--- src/rtl/pwm_low_guard.sv ---
module pwm_low_guard #(
  parameter int FRAME_LEN = 521,
  parameter int MIN_LOW   = 10
) (
  input  logic clk,
  input  logic rst_n,
  input  logic frame_start,
  input  logic pwm_in,
  input  logic viol_clr,
  output logic pwm_out,
  output logic viol_flag
);
  localparam int PW = $clog2(FRAME_LEN);
  localparam int RW = $clog2(MIN_LOW + 1);
  localparam logic [PW-1:0] LAST = PW'(FRAME_LEN - 1);
  localparam logic [PW-1:0] WIN  = PW'(FRAME_LEN - MIN_LOW);
  localparam logic [RW-1:0] FULL = RW'(MIN_LOW);

  logic [PW-1:0] pos_q, pos;
  logic [RW-1:0] run_q, run_base, run_n;
  logic ok_q, ok_base, ok_n;
  logic hold_q, hold_base;
  logic force_now, out_bit, hit;

  assign pos       = frame_start ? '0 : ((pos_q == LAST) ? LAST : pos_q + 1'b1);
  assign run_base  = frame_start ? '0 : run_q;
  assign ok_base   = frame_start ? 1'b0 : ok_q;
  assign hold_base = frame_start ? 1'b0 : hold_q;

  assign force_now = (pos >= WIN) && (hold_base || ((pos == WIN) && !ok_base));
  assign out_bit   = pwm_in & ~force_now;
  assign hit       = force_now & pwm_in;

  assign run_n = out_bit ? '0 : ((run_base == FULL) ? run_base : run_base + 1'b1);
  assign ok_n  = ok_base | (run_n == FULL);

  always_ff @(posedge clk) begin
    if (!rst_n) begin
      pos_q     <= LAST;
      run_q     <= '0;
      ok_q      <= 1'b0;
      hold_q    <= 1'b0;
      pwm_out   <= 1'b0;
      viol_flag <= 1'b0;
    end else begin
      pos_q     <= pos;
      run_q     <= run_n;
      ok_q      <= ok_n;
      hold_q    <= force_now;
      pwm_out   <= out_bit;
      viol_flag <= hit | (viol_flag & ~viol_clr);
    end
  end

  p_pass_r2: assert property (@(posedge clk) disable iff (!rst_n)
    !force_now |=> (pwm_out == $past(pwm_in)));

  p_tail_low_r3: assert property (@(posedge clk) disable iff (!rst_n)
    force_now |=> !pwm_out);

  p_flag_set_r5: assert property (@(posedge clk) disable iff (!rst_n)
    hit |=> viol_flag);

  p_flag_sticky_r6: assert property (@(posedge clk) disable iff (!rst_n)
    (viol_flag && !viol_clr) |=> viol_flag);

  p_flag_clear_r6: assert property (@(posedge clk) disable iff (!rst_n)
    (viol_clr && !hit) |=> !viol_flag);

  p_set_wins_r7: assert property (@(posedge clk) disable iff (!rst_n)
    (viol_clr && hit) |=> viol_flag);

  p_no_raise_r4: assert property (@(posedge clk) disable iff (!rst_n)
    $rose(pwm_out) |-> $past(pwm_in));
endmodule

--- config.mk ---
export PLATFORM = sky130hd
export DESIGN_NAME = pwm_low_guard
export DESIGN_NICKNAME = d
export VERILOG_FILES = /design/src/rtl/pwm_low_guard.sv
export SDC_FILE = /design/constraint.sdc
export NUM_CORES = 1
export LEC_CHECK = 0
export ABC_AREA = 1
export BUFFER_PORTS_ARGS = -buffer_cell sky130_fd_sc_hd__buf_2
export CAP_MARGIN = 10
export CORE_MARGIN = 4
export CORE_UTILIZATION = 30
export CTS_BUF_LIST = sky130_fd_sc_hd__clkbuf_2 sky130_fd_sc_hd__clkbuf_4 sky130_fd_sc_hd__clkbuf_8
export CTS_CLUSTER_SIZE = 24
export DETAILED_ROUTE_END_ITERATION = 10
export PLACE_DENSITY = 0.41
export SYNTH_ARGS = -nofsm -noshare
export SYNTH_HDL_FRONTEND = slang
export SYNTH_SLANG_ARGS = --single-unit
--- constraint.sdc ---
create_clock -name clk -period 1.81 [get_ports clk]
set_input_delay 0.0905 -clock clk [delete_from_list [all_inputs] [get_ports clk]]
set_output_delay 0.0905 -clock clk [all_outputs]
set_load 0.02 [all_outputs]
==> results of run 1 <==
[registers in the layout (all words and copies together), names as in the netlist]
name,count
pos_q,10
run_q,4
hold_q,1
ok_q,1
pwm_out,1
viol_flag,1
[worst max-delay path, stage by stage, from the launching register on]
cell	delay [ps]
dfxtp_4	390
inv_1	70
ha_1	290
nand2_1	60
nor2_1	100
nand2_1	70
nor2_2	90
nand4_1	90
nand2_1	80
nand2_2	80
nand2_4	90
nand2_2	60
nor3_2	100
[metrics by stage]
step	power (mW)	setup TNS (ps)
final	0.740	0
after global routing	0.780	-35.2
after CTS	0.749	0
after detailed placement	0.493	0
after global placement	0.493	0
after floorplan	0.472	0
[worst paths after layout]
path / from / end / slack, ps / cells past startpoint
max: pos_q[0] / run_q[2] / 170 / 12
min: viol_clr / viol_flag / 30 / 3
max reg2reg: pos_q[0] / run_q[2] / 170 / 12
min reg2reg: pos_q[0] / pos_q[0] / 460 / 1
[logic make-up after synthesis]
kind of cell / count (synthesis) / share of synthesized area
AOI/OAI and AO/OA: 5 / 0.0459
xor gates and xnor gates: 2 / 0.0184
adders and majority gates: 4 / 0.0525
buffers and inverters: 22 / 0.0906
DFF: 18 / 0.378
and+or+nand+nor: 86 / 0.415
[repair_timing]
item	in CTS	in global routing
buffers inserted	0	1
endpoints found under the setup margin	0	7
resized for setup	0	7
[per-layer routing]
layer / track usage / vias to the layer above / part of all wire
met1: 0.146 / 349 / 0.56
met5: 0 / - / 0
met2: 0.135 / 14 / 0.39
li1: - / 448 / -
met4: 0.0475 / 0 / 0.0080
met3: 0.0158 / 2 / 0.044
[cell usage in the layout, fill, tap and decap left out, types with 2 or more instances in the layout]
cell,n
buf_2,6
dfxtp_1,16
nor3_1,3
o21ai_0,2
nand4_1,3
nand3_1,7
nor2_2,3
nand2_1,37
inv_1,16
nor2_1,21
inv_2,5
nand3b_1,2
nand2_2,5
buf_4,2
clkbuf_4,3
ha_1,3
[report_power, final]
group          total, mW  internal (mW)  leakage [nW]  switching [mW]
logic             0.0725         0.0271         0.329          0.0454
clock network      0.253          0.122        0.0210           0.130
registers          0.415          0.407         0.148         0.00818
[final cells by class]
| class | instances | share of cell area |
|---|---|---|
| clock buffers | 4 | 0.0328 |
| inverters | 21 | 0.0713 |
| flip-flops and latches | 18 | 0.331 |
| well taps | 44 | 0.0498 |
| repair buffers | 8 | 0.0408 |
| multi-input cells | 97 | 0.475 |
==> impl_metrics.py, run 1 <==
metrics = {
    "logic_synthesis": {
        "avgSynthCellArea_um2": 6.96,
        "synth_warnings": 0,
        "ys_ff_latch": 18,
        "ys_dominant_reg_cell": "dfxtp_1",
        "synth_cell_type_count": 24,
        "synthCells": 137,
        "synth_top_area_frac": 0.378,
        "yosysMostFrequentCell": "nand2_1",
        "ys_seq_area_frac": 0.378,
        "syn-cell-area_um2": 953,
        "synthTopCellsByCount": "38 x nand2_1, 22 x nor2_1, 18 x dfxtp_1, 16 x inv_1, 7 x nand3_1",
        "async_flop_share": 0,
        "synth_fp_nets": 146,
        "synth_area_leaders": "dfxtp_1 38%, nand2_1 15%, nor2_1 8.7%",
        "synth_top_area_cell": "dfxtp_1",
        "synth-edff-count": 0,
    },
    "timing": {
        "worst_pin_slew_ps": 237,
        "slew_headroom": 0.842,
        "finClkSkew_ps": 5.28,
        "hold_slack_ps": 29.3,
        "hold_viol": 0,
        "setup_viol": 0,
        "finalWorstSetupSlack_ps": 169,
        "post-route-period-util": 0.907,
        "max_clock_freq_ghz": 0.609,
        "fin_crit_ps": 1640,
        "slew_viol_final": 0,
    },
    "clock_tree": {
        "cts_root_buffer": "clkbuf_4",
        "cts_tree": "done",
        "cts_sinks": 18,
        "numCtsBuffers": 3,
        "h-tree-depth": 1,
        "path_clk_slew_ps": 110,
        "clock_path_buffers": 2,
        "clock_latency_ps": 290,
        "holdBufCountCts": 0,
    },
    "setup_path": {
        "crit_arrival_ps": 1870,
        "setup.worst_path.start_class": "register",
        "cp.required_ps": 2040,
        "critPathKind": "reg2reg",
        "cp-end-kind": "register",
        "worstPathMaxFanout": 5,
    },
    "placement": {
        "pre_cts_ws_ps": 85.7,
        "dp_hpwl_um": 1490,
        "dpl-instance-area_um2": 1040,
        "portBuffers": 6,
        "routabilityCongestion": 0.820,
        "dp_cells": 187,
    },
    "route": {
        "vias": 813,
        "first_pass_iters": 4,
        "viasPerCell": 4.23,
        "drt_iter0_drc": 41,
        "drt-wirelength-per-cell_um": 9.82,
        "drc": 0,
        "drt-total-wl_um": 1890,
        "ant_nets": 0,
    },
    "grt": {
        "grt_max_degree": 11,
        "grt_usage": 0.0986,
        "antenna_found_initial": 0,
        "grt_overflow": 0,
        "grt_pass1_wl_um": 3180,
        "grt_pass1_vias": 713,
    },
    "floorplanning": {
        "rows": 20,
        "die_area_um2": 4140,
        "die_h_um": 64.4,
        "core_um2": 3050,
        "pin_count": 7,
        "die_w_um": 64.4,
        "start_util": 0.312,
    },
    "final_layout": {
        "nFillCells": 340,
        "drive_gt1_frac": 0.236,
        "layout.cells.non_filler": 192,
        "area_growth_pct": 15.9,
        "antenna_cells": 0,
        "nets": 158,
        "final_area_um2": 1100,
        "fin_util": 0.362,
        "final-seq-area_um2": 365,
        "multi_input_area_um2": 524,
    },
    "power_and_ir_drop": {
        "leakagePower_nw": 0.498,
        "vdd_drop_max_v": 0.000331,
        "p_per_area_nw_per_um2": 670,
    },
    "min_path": {
        "hold_path.class": "in2reg",
    },
    "outcome": {
        "outcome": "finished, final reports clean",
    },
    "job": {
        "drv_cap": 0,
    },
}
Note: power is estimated with default switching activity, not from simulation.
==> run 2, diff against run 1 <==
CELL_PAD_IN_SITES_DETAIL_PLACEMENT = 1   (was not set)
CELL_PAD_IN_SITES_GLOBAL_PLACEMENT = 2   (was not set)
PLACE_DENSITY = 0.67   (was 0.41)
SKIP_LAST_GASP = 1   (was not set)
==> impl_metrics.py, run 2 (same netlist as run 1, synthesis figures left out) <==
metrics = {
    "floorplanning": {
        "pin_count": 7,
        "die_w_um": 64.4,
        "rows": 20,
        "core_um2": 3050,
        "start_util": 0.312,
        "die_h_um": 64.4,
        "die_area_um2": 4140,
    },
    "grt": {
        "grt_usage": 0.120,
        "antenna_found_initial": 0,
        "grt_pass1_wl_um": 3840,
        "grt_pass1_vias": 800,
        "grt_overflow": 0,
        "grt_max_degree": 11,
    },
    "setup_path": {
        "crit_arrival_ps": 1880,
        "cp-end-kind": "register",
        "setup.worst_path.start_class": "register",
        "cp.required_ps": 2050,
        "worstPathMaxFanout": 5,
        "critPathKind": "reg2reg",
    },
    "final_layout": {
        "final-seq-area_um2": 370,
        "top_regs": "pos_q (10), run_q (4)",
        "area_growth_pct": 19.8,
        "drive_gt1_frac": 0.287,
        "largest_reg_flops": 10,
        "mostFrequentLayoutCell": "nand2_1",
        "nets": 160,
        "layout.cells.non_filler": 194,
        "top_register": "pos_q",
        "antenna_cells": 0,
        "most-common-layout-cells": "37 x nand2_1, 19 x nor2_1, 15 x inv_1, 14 x dfxtp_1, 7 x nand3_1",
        "multi_input_area_um2": 542,
        "nFillCells": 416,
    },
    "route": {
        "drt-wirelength-per-cell_um": 11.6,
        "first_pass_iters": 4,
        "drt_iter0_drc": 43,
        "drt-total-wl_um": 2250,
        "vias": 846,
        "drc": 0,
        "viasPerCell": 4.36,
        "ant_nets": 0,
    },
    "min_path": {
        "hold_path.class": "in2reg",
    },
    "timing": {
        "worst_pin_slew_ps": 269,
        "slew_headroom": 0.819,
        "hold_viol": 0,
        "post-route-period-util": 0.907,
        "max_clock_freq_ghz": 0.609,
        "fin_crit_ps": 1640,
        "slew_viol_final": 0,
        "setup_viol": 0,
        "finClkSkew_ps": 4.87,
    },
    "outcome": {
        "outcome": "finished, final reports clean",
    },
    "placement": {
        "routabilityCongestion": 0.734,
        "dp_cells": 187,
        "dp_hpwl_um": 1780,
        "portBuffers": 6,
    },
    "power_and_ir_drop": {
        "finalPower_mw": 0.752,
        "p_per_area_nw_per_um2": 658,
        "vdd_drop_max_v": 0.000227,
        "leakagePower_nw": 0.509,
    },
    "clock_tree": {
        "cts_sinks": 18,
        "path_clk_slew_ps": 120,
        "clock_path_buffers": 2,
        "clock_latency_ps": 300,
        "h-tree-depth": 1,
        "cts_root_buffer": "clkbuf_4",
        "cts_tree": "done",
        "holdBufCountCts": 0,
        "numCtsBuffers": 3,
    },
    "job": {
        "drv_cap": 0,
    },
}
-- run 2: stage by stage --
| step | setup slack (ps) | instance area, um2 | util | setup TNS, ps | hold WS [ps] |
|---|---|---|---|---|---|
| global placement | 74.0 | 1040 | 0.340 | 0 | 350 |
| finish | 169 | 1140 | 0.374 | 0 | 36.4 |
| detailed placement | 46.4 | 1040 | 0.340 | 0 | 354 |
| CTS | 5.02 | 1070 | 0.352 | 0 | 26.1 |
| global route | -19.1 | 1140 | 0.374 | -52.4 | 29.7 |
| floorplan | 309 | 953 | - | 0 | 169 |
-- run 2: power breakdown --
part	internal (mW)	total (mW)	switching, mW
Combinational	0.0283	0.0751	0.0468
Clock	0.123	0.263	0.140
Sequential	0.406	0.414	0.00816
-- run 2: per-layer routing --
layer / track usage / wire length [um]
met1: 0.178 / 1260
met2: 0.164 / 922
met3: 0.0264 / 49
met4: 0.0475 / 23
met5: 0 / 0
-- run 2: timing repair --
action,CTS,global route
endpoints found under the setup margin,0,8
buffers inserted,0,3
gates resized for setup,0,14
-- run 2: cell type report --
cell class                 count  area share
timing repair buffer          10      0.0526
sequential                    18       0.324
multi-input combinational     97       0.474
tap                           44      0.0482
inverter                      21      0.0690
clock buffer                   4      0.0318
-- run 2: final timing paths --
check	from	endpoint	slack (ps)	cells past startpoint
worst min register to register	pos_q[0]	pos_q[0]	470	1
worst max-delay path	pos_q[0]	run_q[2]	170	14
worst min-delay path	viol_clr	viol_flag	40	3
worst max register to register	pos_q[0]	run_q[2]	170	14
-- run 2: worst max-delay path, cell delays in order (launching register included) --
cell and delay (ps):
dfxtp_4 390, ha_4 170, nand2_2 90, inv_1 40
nand2_1 70, nand2_2 70, inv_2 40, nand2_1 50
nor2_2 130, nand4_1 90, nand2_1 90, nand2_2 80
nand2_4 100, nand2_2 60, nor3_2 90
